--- src/rtl/cal_hold_pkg.sv ---
package cal_hold_pkg;

    typedef enum logic [2:0] {
        PH_IDLE = 3'd0,
        PH_CAL  = 3'd1,
        PH_CLR  = 3'd2,
        PH_CONV = 3'd3,
        PH_HOLD = 3'd4
    } phase_e;

    typedef struct packed {
        phase_e phase;
        logic   done;
        logic   adc_en;
        logic   ref_en;
        logic   loop_en;
        logic   dischg;
    } seq_state_t;

    localparam seq_state_t SEQ_RESET = '{phase: PH_IDLE, default: 1'b0};

endpackage

--- src/rtl/chs_settle_timer.sv ---
module chs_settle_timer #(
    parameter int unsigned SETTLE_CYCLES = 2000
) (
    input  logic clk,
    input  logic rst_n,
    input  logic run,
    output logic term
);
    localparam int unsigned CNT_W = (SETTLE_CYCLES > 1) ? $clog2(SETTLE_CYCLES) : 1;
    localparam logic [CNT_W-1:0] LAST = CNT_W'(SETTLE_CYCLES - 1);

    logic [CNT_W-1:0] cnt_d, cnt_q;

    always_comb begin
        term  = run && (cnt_q == LAST);
        cnt_d = '0;
        if (run && !term) begin
            cnt_d = cnt_q + 1'b1;
        end
    end

    always_ff @(posedge clk or negedge rst_n) begin
        if (!rst_n) begin
            cnt_q <= '0;
        end else begin
            cnt_q <= cnt_d;
        end
    end
endmodule

--- src/rtl/chs_sar_search.sv ---
module chs_sar_search #(
    parameter int unsigned CODE_W = 10
) (
    input  logic              clk,
    input  logic              rst_n,
    input  logic              load,
    input  logic              step,
    input  logic              cmp_hi,
    output logic [CODE_W-1:0] trial,
    output logic              last,
    output logic [CODE_W-1:0] result
);
    localparam int unsigned IDX_W = (CODE_W > 1) ? $clog2(CODE_W) : 1;
    localparam logic [CODE_W-1:0] HALF = {1'b1, {(CODE_W-1){1'b0}}};
    localparam logic [IDX_W-1:0]  TOP  = IDX_W'(CODE_W - 1);

    logic [CODE_W-1:0] trial_d, trial_q;
    logic [IDX_W-1:0]  idx_d, idx_q;
    logic [CODE_W-1:0] resolved;

    always_comb begin
        resolved = trial_q;
        if (cmp_hi) begin
            resolved[idx_q] = 1'b0;
        end
        last    = (idx_q == '0);
        trial_d = '0;
        idx_d   = '0;
        if (load) begin
            trial_d = HALF;
            idx_d   = TOP;
        end else if (step && !last) begin
            trial_d              = resolved;
            trial_d[idx_q - 1'b1] = 1'b1;
            idx_d                = idx_q - 1'b1;
        end
    end

    always_ff @(posedge clk or negedge rst_n) begin
        if (!rst_n) begin
            trial_q <= '0;
            idx_q   <= '0;
        end else begin
            trial_q <= trial_d;
            idx_q   <= idx_d;
        end
    end

    assign trial  = trial_q;
    assign result = resolved;
endmodule

--- src/rtl/chs_hold_bank.sv ---
module chs_hold_bank #(
    parameter int unsigned CODE_W = 10
) (
    input  logic              clk,
    input  logic              rst_n,
    input  logic              clr,
    input  logic              load,
    input  logic [CODE_W-1:0] d,
    output logic [CODE_W-1:0] q
);
    for (genvar b = 0; b < CODE_W; b++) begin : g_bit
        logic bit_d, bit_q;

        always_comb begin
            bit_d = bit_q;
            if (clr) begin
                bit_d = 1'b0;
            end else if (load) begin
                bit_d = d[b];
            end
        end

        always_ff @(posedge clk or negedge rst_n) begin
            if (!rst_n) begin
                bit_q <= 1'b0;
            end else begin
                bit_q <= bit_d;
            end
        end

        assign q[b] = bit_q;
    end
endmodule

--- src/rtl/cal_hold_seq.sv ---
module cal_hold_seq
    import cal_hold_pkg::*;
#(
    parameter int unsigned CODE_W        = 10,
    parameter int unsigned SETTLE_CYCLES = 2000
) (
    input  logic              clk_ref,
    input  logic              rst_n,
    input  logic              start,
    input  logic              cmp_hi,
    output logic [CODE_W-1:0] dac_code,
    output logic              done,
    output logic              adc_en,
    output logic              ref_en,
    output logic              loop_en,
    output logic              dac_dischg
);
    seq_state_t st_d, st_q;

    logic              start_ok;
    logic              settle_run, settle_term;
    logic              sar_load, sar_step, sar_last;
    logic [CODE_W-1:0] sar_trial, sar_result;
    logic              hold_load;
    logic [CODE_W-1:0] hold_code;

    chs_settle_timer #(.SETTLE_CYCLES(SETTLE_CYCLES)) u_timer (
        .clk  (clk_ref),
        .rst_n(rst_n),
        .run  (settle_run),
        .term (settle_term)
    );

    chs_sar_search #(.CODE_W(CODE_W)) u_sar (
        .clk   (clk_ref),
        .rst_n (rst_n),
        .load  (sar_load),
        .step  (sar_step),
        .cmp_hi(cmp_hi),
        .trial (sar_trial),
        .last  (sar_last),
        .result(sar_result)
    );

    chs_hold_bank #(.CODE_W(CODE_W)) u_hold (
        .clk  (clk_ref),
        .rst_n(rst_n),
        .clr  (start_ok),
        .load (hold_load),
        .d    (sar_result),
        .q    (hold_code)
    );

    always_comb begin
        start_ok   = start && (st_q.phase == PH_IDLE || st_q.phase == PH_HOLD);
        settle_run = (st_q.phase == PH_CAL);
        sar_load   = (st_q.phase == PH_CLR);
        sar_step   = (st_q.phase == PH_CONV);
        hold_load  = sar_step && sar_last;

        st_d = st_q;
        unique case (st_q.phase)
            PH_IDLE: if (start_ok)    st_d.phase = PH_CAL;
            PH_CAL:  if (settle_term) st_d.phase = PH_CLR;
            PH_CLR:                   st_d.phase = PH_CONV;
            PH_CONV: if (sar_last)    st_d.phase = PH_HOLD;
            PH_HOLD: if (start_ok)    st_d.phase = PH_CAL;
            default:                  st_d.phase = PH_IDLE;
        endcase

        st_d.done    = (st_d.phase == PH_HOLD);
        st_d.adc_en  = (st_d.phase == PH_CLR) || (st_d.phase == PH_CONV);
        st_d.ref_en  = (st_d.phase == PH_CAL) || st_d.adc_en;
        st_d.loop_en = (st_d.phase == PH_CAL) || st_d.adc_en;
        st_d.dischg  = (st_d.phase == PH_CLR);
    end

    always_ff @(posedge clk_ref or negedge rst_n) begin
        if (!rst_n) begin
            st_q <= SEQ_RESET;
        end else begin
            st_q <= st_d;
        end
    end

    assign dac_code   = st_q.done ? hold_code : sar_trial;
    assign done       = st_q.done;
    assign adc_en     = st_q.adc_en;
    assign ref_en     = st_q.ref_en;
    assign loop_en    = st_q.loop_en;
    assign dac_dischg = st_q.dischg;
endmodule

--- config.mk ---
export PLATFORM = sky130hd
export DESIGN_NAME = cal_hold_seq
export DESIGN_NICKNAME = d
export VERILOG_FILES = /design/src/rtl/cal_hold_pkg.sv /design/src/rtl/chs_settle_timer.sv /design/src/rtl/chs_sar_search.sv /design/src/rtl/chs_hold_bank.sv /design/src/rtl/cal_hold_seq.sv
export SDC_FILE = /design/constraint.sdc
export NUM_CORES = 1
export LEC_CHECK = 0
export BUFFER_PORTS_ARGS = -buffer_cell sky130_fd_sc_hd__buf_2
export CORE_MARGIN = 8
export CORE_UTILIZATION = 59
export CTS_CLUSTER_SIZE = 24
export DETAILED_ROUTE_END_ITERATION = 10
export PLACE_DENSITY_LB_ADDON = 0.1
export SYNTH_ARGS = -nofsm -noshare
export SYNTH_HDL_FRONTEND = slang
export SYNTH_SLANG_ARGS = --single-unit
export TNS_END_PERCENT = 50
--- constraint.sdc ---
create_clock -name clk_ref -period 2.1 [get_ports clk_ref]
set_input_delay 0.42 -clock clk_ref [delete_from_list [all_inputs] [get_ports clk_ref]]
set_output_delay 0.42 -clock clk_ref [all_outputs]
set_load 0.02 [all_outputs]
Word level (Yosys, flattened, before mapping)
Cells that the tools add are included.

Flip-flop bits (word level): 42. Input bits: 4. Output and inout port bits: 15. Logic and storage cells: 87.

Add/sub/neg operators: 2. Order comparisons: 4. Equality and inequality tests: 9. Mux-type cells: 35. Bitwise logic cells: 3. Reduce and logical (&&, ||, !) cells: 16.

Operators by type and width (number): 10-bit two-way mux (4); 1-bit two-way mux (22); 3-bit by 2-bit equality test with 1-bit output (second input constant) (4); 3-bit one-hot mux with 4 select lines (1); 11-bit by 1-bit adder with 11-bit output (second input constant) (1); 11-bit equality test (second input constant) (1); 11-bit two-way mux (1); 10-bit bitwise AND (1); 4-bit by 5-bit less-than comparator with 1-bit output (second input constant) (2); 10-bit inverter (1); 10-bit bitwise OR (1); 3-bit two-way mux (3); 1-bit demux with 4-bit select (2); 4-bit by 1-bit greater-or-equal comparator with 1-bit output (second input constant) (2); 4-bit two-way mux (2); 1-bit logical AND (7); 3-bit by 1-bit equality test with 1-bit output (second input constant) (2); 3-bit equality test (second input constant) (2); 4-bit logical NOT (1); 4-bit by 1-bit subtractor with 4-bit output (second input constant) (1); 3-bit logical NOT (1); 1-bit logical OR (3); 1-bit logical NOT (2); 2-bit nonzero test (1); 2-bit OR reduction (1).

Logic depth before layout (Yosys ltp)
Depth in word-level cells: 10. Mapped depth: 6. Gate-level depth less buffers: 5.

Cells and area by module
Synthesis repeated with hierarchy kept, for this count alone.

Cells, all modules: 231. Area, all modules: 2372.3 µm².

By module, submodules not included: chs_sar_search (instances 1, cells an instance 90, area an instance 883.3 µm², seq. area each 350.3 µm²); chs_settle_timer (instances 1, cells an instance 58, area an instance 548.0 µm², seq. area each 275.3 µm²); chs_hold_bank (instances 1, cells an instance 42, area an instance 478.0 µm², seq. area each 250.2 µm²); cal_hold_seq (instances 1, cells an instance 41, area an instance 462.9 µm², seq. area each 175.2 µm²).

Least setup slack after synthesis
Ideal clock, no wire load.

Path type: register -> output. Start: reg st_q, in the netlist done. End: out dac_code[0]. Arrival: 1.222 ns. Required time: 1.680 ns. Slack: 0.458 ns. Stages on the path, launching flop included: 3. Path buffers: 1. Cells stage by stage: dfrtp_1 > clkbuf_1 > mux2_2.

Cells in the longest elaborated chain, start to end: 1.

RTL lines: start: declaration (line cal_hold_seq.sv:18) `seq_state_t st_d, st_q;`; start signal: assignment (line cal_hold_seq.sv:82) `st_q <= st_d;`; 10-bit two-way mux (line cal_hold_seq.sv:86) `assign dac_code = st_q.done ? hold_code : sar_trial;`; end: declaration (line cal_hold_seq.sv:11) `output logic [CODE_W-1:0] dac_code,`.

Every way passes these cells.

Worst setup path after layout
Start: reg st_q, in the netlist done. End: out dac_code[2].

Same word-level chain as after synthesis.

==> impl_metrics.toml <==
[final_layout]
design_area_mm2 = 0.00251
insertedDiodeCount = 0
area_delta_synth_final_pct = 10.0
layout-drive-gt1-share_pct = 18.3
fillerInstances = 319
fin_nets = 255
layout.cells.non_filler = 294

[cts]
cts_tree = "done"
cts_resized = 0
cts_buffer_depth = 2
cts_buffers = 5
root_buffer = "clkbuf_8"
htree_levels = 2
ctsHoldBuffers = 0
clock_latency_ps = 290
clk_pin_slew_ps = 70
cts_sinks = 42
post-cts-setup-buffer-count = 0

[grt]
antenna_found_initial = 0
grt_start_max_net_pins = 23
gr-total-overflow = 0
grt_pass1_vias = 1763
grt_pass1_wl_mm = 8.51
grt.total_usage_pct = 17.0

[synth]
yosysTopAreaCell = "dfrtp_1"
synth.area.top_cells = "dfrtp_1 (46%), mux2_2 (4.9%), mux2i_1 (4.4%)"
muxShareOfSynthArea_pct = 9.31
synthAdderAreaFrac_pct = 3.29
ys_warn_count = 0
synthXorXnorAreaFrac_pct = 1.92
ys.flop_type = "dfrtp_1"
ys_types = 44
ys_ff_latch = 42
synth_area_mm2 = 0.00228
ys_async_sr_fraction_pct = 100
syn_inst = 228
yosys.area_share.simple_pct = 20.5
synth_top_cell_area_share_pct = 46.0
synth_top_family_by_area = "simple AND/OR/NAND/NOR gates"
seq_area_frac_synth_pct = 46.0
avgSynthCellArea_um2 = 10.0
synth_compound_area_share_pct = 14.8
synth-edff-count = 0
syn-num-nets = 238

[floorplanning]
num_io_pins = 19
design.core.area_mm2 = 0.00369
die_x_um = 78.2
initial_utilization_pct = 61.9
rows = 22
die_area_mm2 = 0.00612
die_y_um = 78.2

[drt]
first_iter_violations = 176
postRouteAntennaNets = 0
dr.pass1.iters = 5
via_per_inst = 6.22
routedWlPerCell_um = 17.2
vias = 1829
wirelength_mm = 5.07
drc = 0

[sta]
fmax_ghz = 0.525
min_period_ps = 1910
fin_ws_ps = 195
drv_slew = 0
relSlewSlack_pct = 65.5
hold_violations = 0
rsz0062_at_grt = "no"
skew_ps = 2.55
fin_tns_setup_ps = 0
setup_viol = 0
finalCritPeriodShare_pct = 90.7
tightest_slew_ps = 514

[worst_setup_path]
reg2reg_to = "u_sar.trial[5]"
worstPathArrival_ps = 1490
path_max_fanout = 11
crit_path_end_kind = "primary output"
critPathLaunch = "done"
ff2ff_setup_slack_ps = 310
crit_type = "flip-flop to primary output"
r2r_cells = 6
worstPathRequired_ps = 1680
r2r-start = "u_sar.idx_q[0]"
crit_end = "dac_code[2]"
cp-start-kind = "flip-flop"

[worst_hold_path]
hold_path_class = "primary input to async pin"

[place]
place_congestion = 0.878
place_area_mm2 = 0.00242
placed_cells = 286
detailed_place_hpwl_mm = 3.71
portBuffers = 18
pre_cts_ws_ps = 338

[pwr]
vdd_ir_drop_max_mv = 0.402
p_per_area_mw_per_mm2 = 537
p_leak_nw = 1.04

[run_status]
status = "completed"

[flow_run]
cap_viol_max_count = 0
## sequential cells by signal, indices dropped and copies added, names as in the netlist, 3 cells and up
signal / flops
st_q: 3
u_hold.g_bit.bit_q: 10
u_timer.cnt_q: 11
u_sar.trial: 10
u_sar.idx_q: 4
## Yosys cell counts, drive strengths merged, types with 6 or more instances
| cell type | number |
|---|---|
| clkbuf | 9 |
| a31oi | 7 |
| a21oi | 13 |
| nand2 | 24 |
| mux2i | 10 |
| inv | 7 |
| o21ai | 15 |
| nand3 | 8 |
| nand4 | 6 |
| ha | 6 |
| mux2 | 10 |
| nand4b | 6 |
| dfrtp | 42 |
| nor2 | 9 |
## cell usage in the layout (no fill, tap or decap), types with 2 or more instances in the layout
master	instances
nor3b_1	3
inv_1	7
ha_1	6
nand2b_1	3
o21a_1	2
and3_1	2
buf_4	5
buf_2	18
xnor2_1	3
a31oi_1	7
o21ai_1	2
or3_1	5
nand2_1	24
nand4b_1	6
or4_1	3
mux2_2	10
o221ai_1	3
o21ai_0	13
clkbuf_8	6
mux2i_1	10
nand4_1	6
a211o_1	2
dfrtp_1	42
nand4bb_1	2
a21oi_1	13
xor2_1	2
a211oi_1	5
nor2_1	9
or2_2	2
o41ai_1	2
nand3_1	8
## cell type report
| class | instances | area, µm² | share of cell area, % |
|---|---|---|---|
| clock inverters | 1 | 5.00 | 0.199 |
| flip-flops and latches | 42 | 1050 | 41.8 |
| clock buffers | 7 | 86.3 | 3.43 |
| inverters | 7 | 26.3 | 1.05 |
| multi-input cells | 165 | 1140 | 45.2 |
| repair buffers | 24 | 148 | 5.87 |
| well taps | 48 | 60.1 | 2.39 |
## cell families after synthesis
| group | Yosys count |
|---|---|
| fa+ha+maj | 6 |
| mux | 20 |
| xor+xnor | 5 |
| buf+inv | 21 |
| simple gates | 82 |
| compound gates | 52 |
| flops | 42 |
## power by group
part / switching, mW / leakage (nW) / internal (mW) / total (mW)
clock network: 0.251 / 0.0482 / 0.265 / 0.516
logic: 0.0203 / 0.434 / 0.00628 / 0.0266
registers: 0 / 0.562 / 0.808 / 0.808
## worst min path at each step
stage | start | depth (start not counted) | endpoint | slack, ps
detailed placement | rst_n | 1 | st_q[5] | 420
finish | rst_n | 1 | adc_en | 100
global route | rst_n | 1 | st_q[5] | 120
floorplan | rst_n | 0 | adc_en | 120
CTS | rst_n | 1 | st_q[5] | 110
global placement | rst_n | 1 | adc_en | 410
## layer usage
metal  share of wire [%]  GRT usage (%)  up-vias
met5                   0              0        -
met4                 1.2           4.81        0
met3                 5.7           4.21        5
met2                  47           25.4       53
met1                  47           23.8      899
li1                    -              -      872
## worst max-delay path, cell delays in order, from the launching register on
cell	delay [ps]
dfrtp_1	630
mux2_2	400
buf_2	160
## metrics by stage
stage	util (%)	total power, mW	hold slack, ps
finish	68.1	1.35	99.2
global route	68.1	1.40	122
CTS	68.1	1.37	107
detailed placement	65.7	0.852	422
global placement	65.7	0.851	411
floorplan	-	0.828	124
Note: power is estimated with default switching activity, not from simulation.
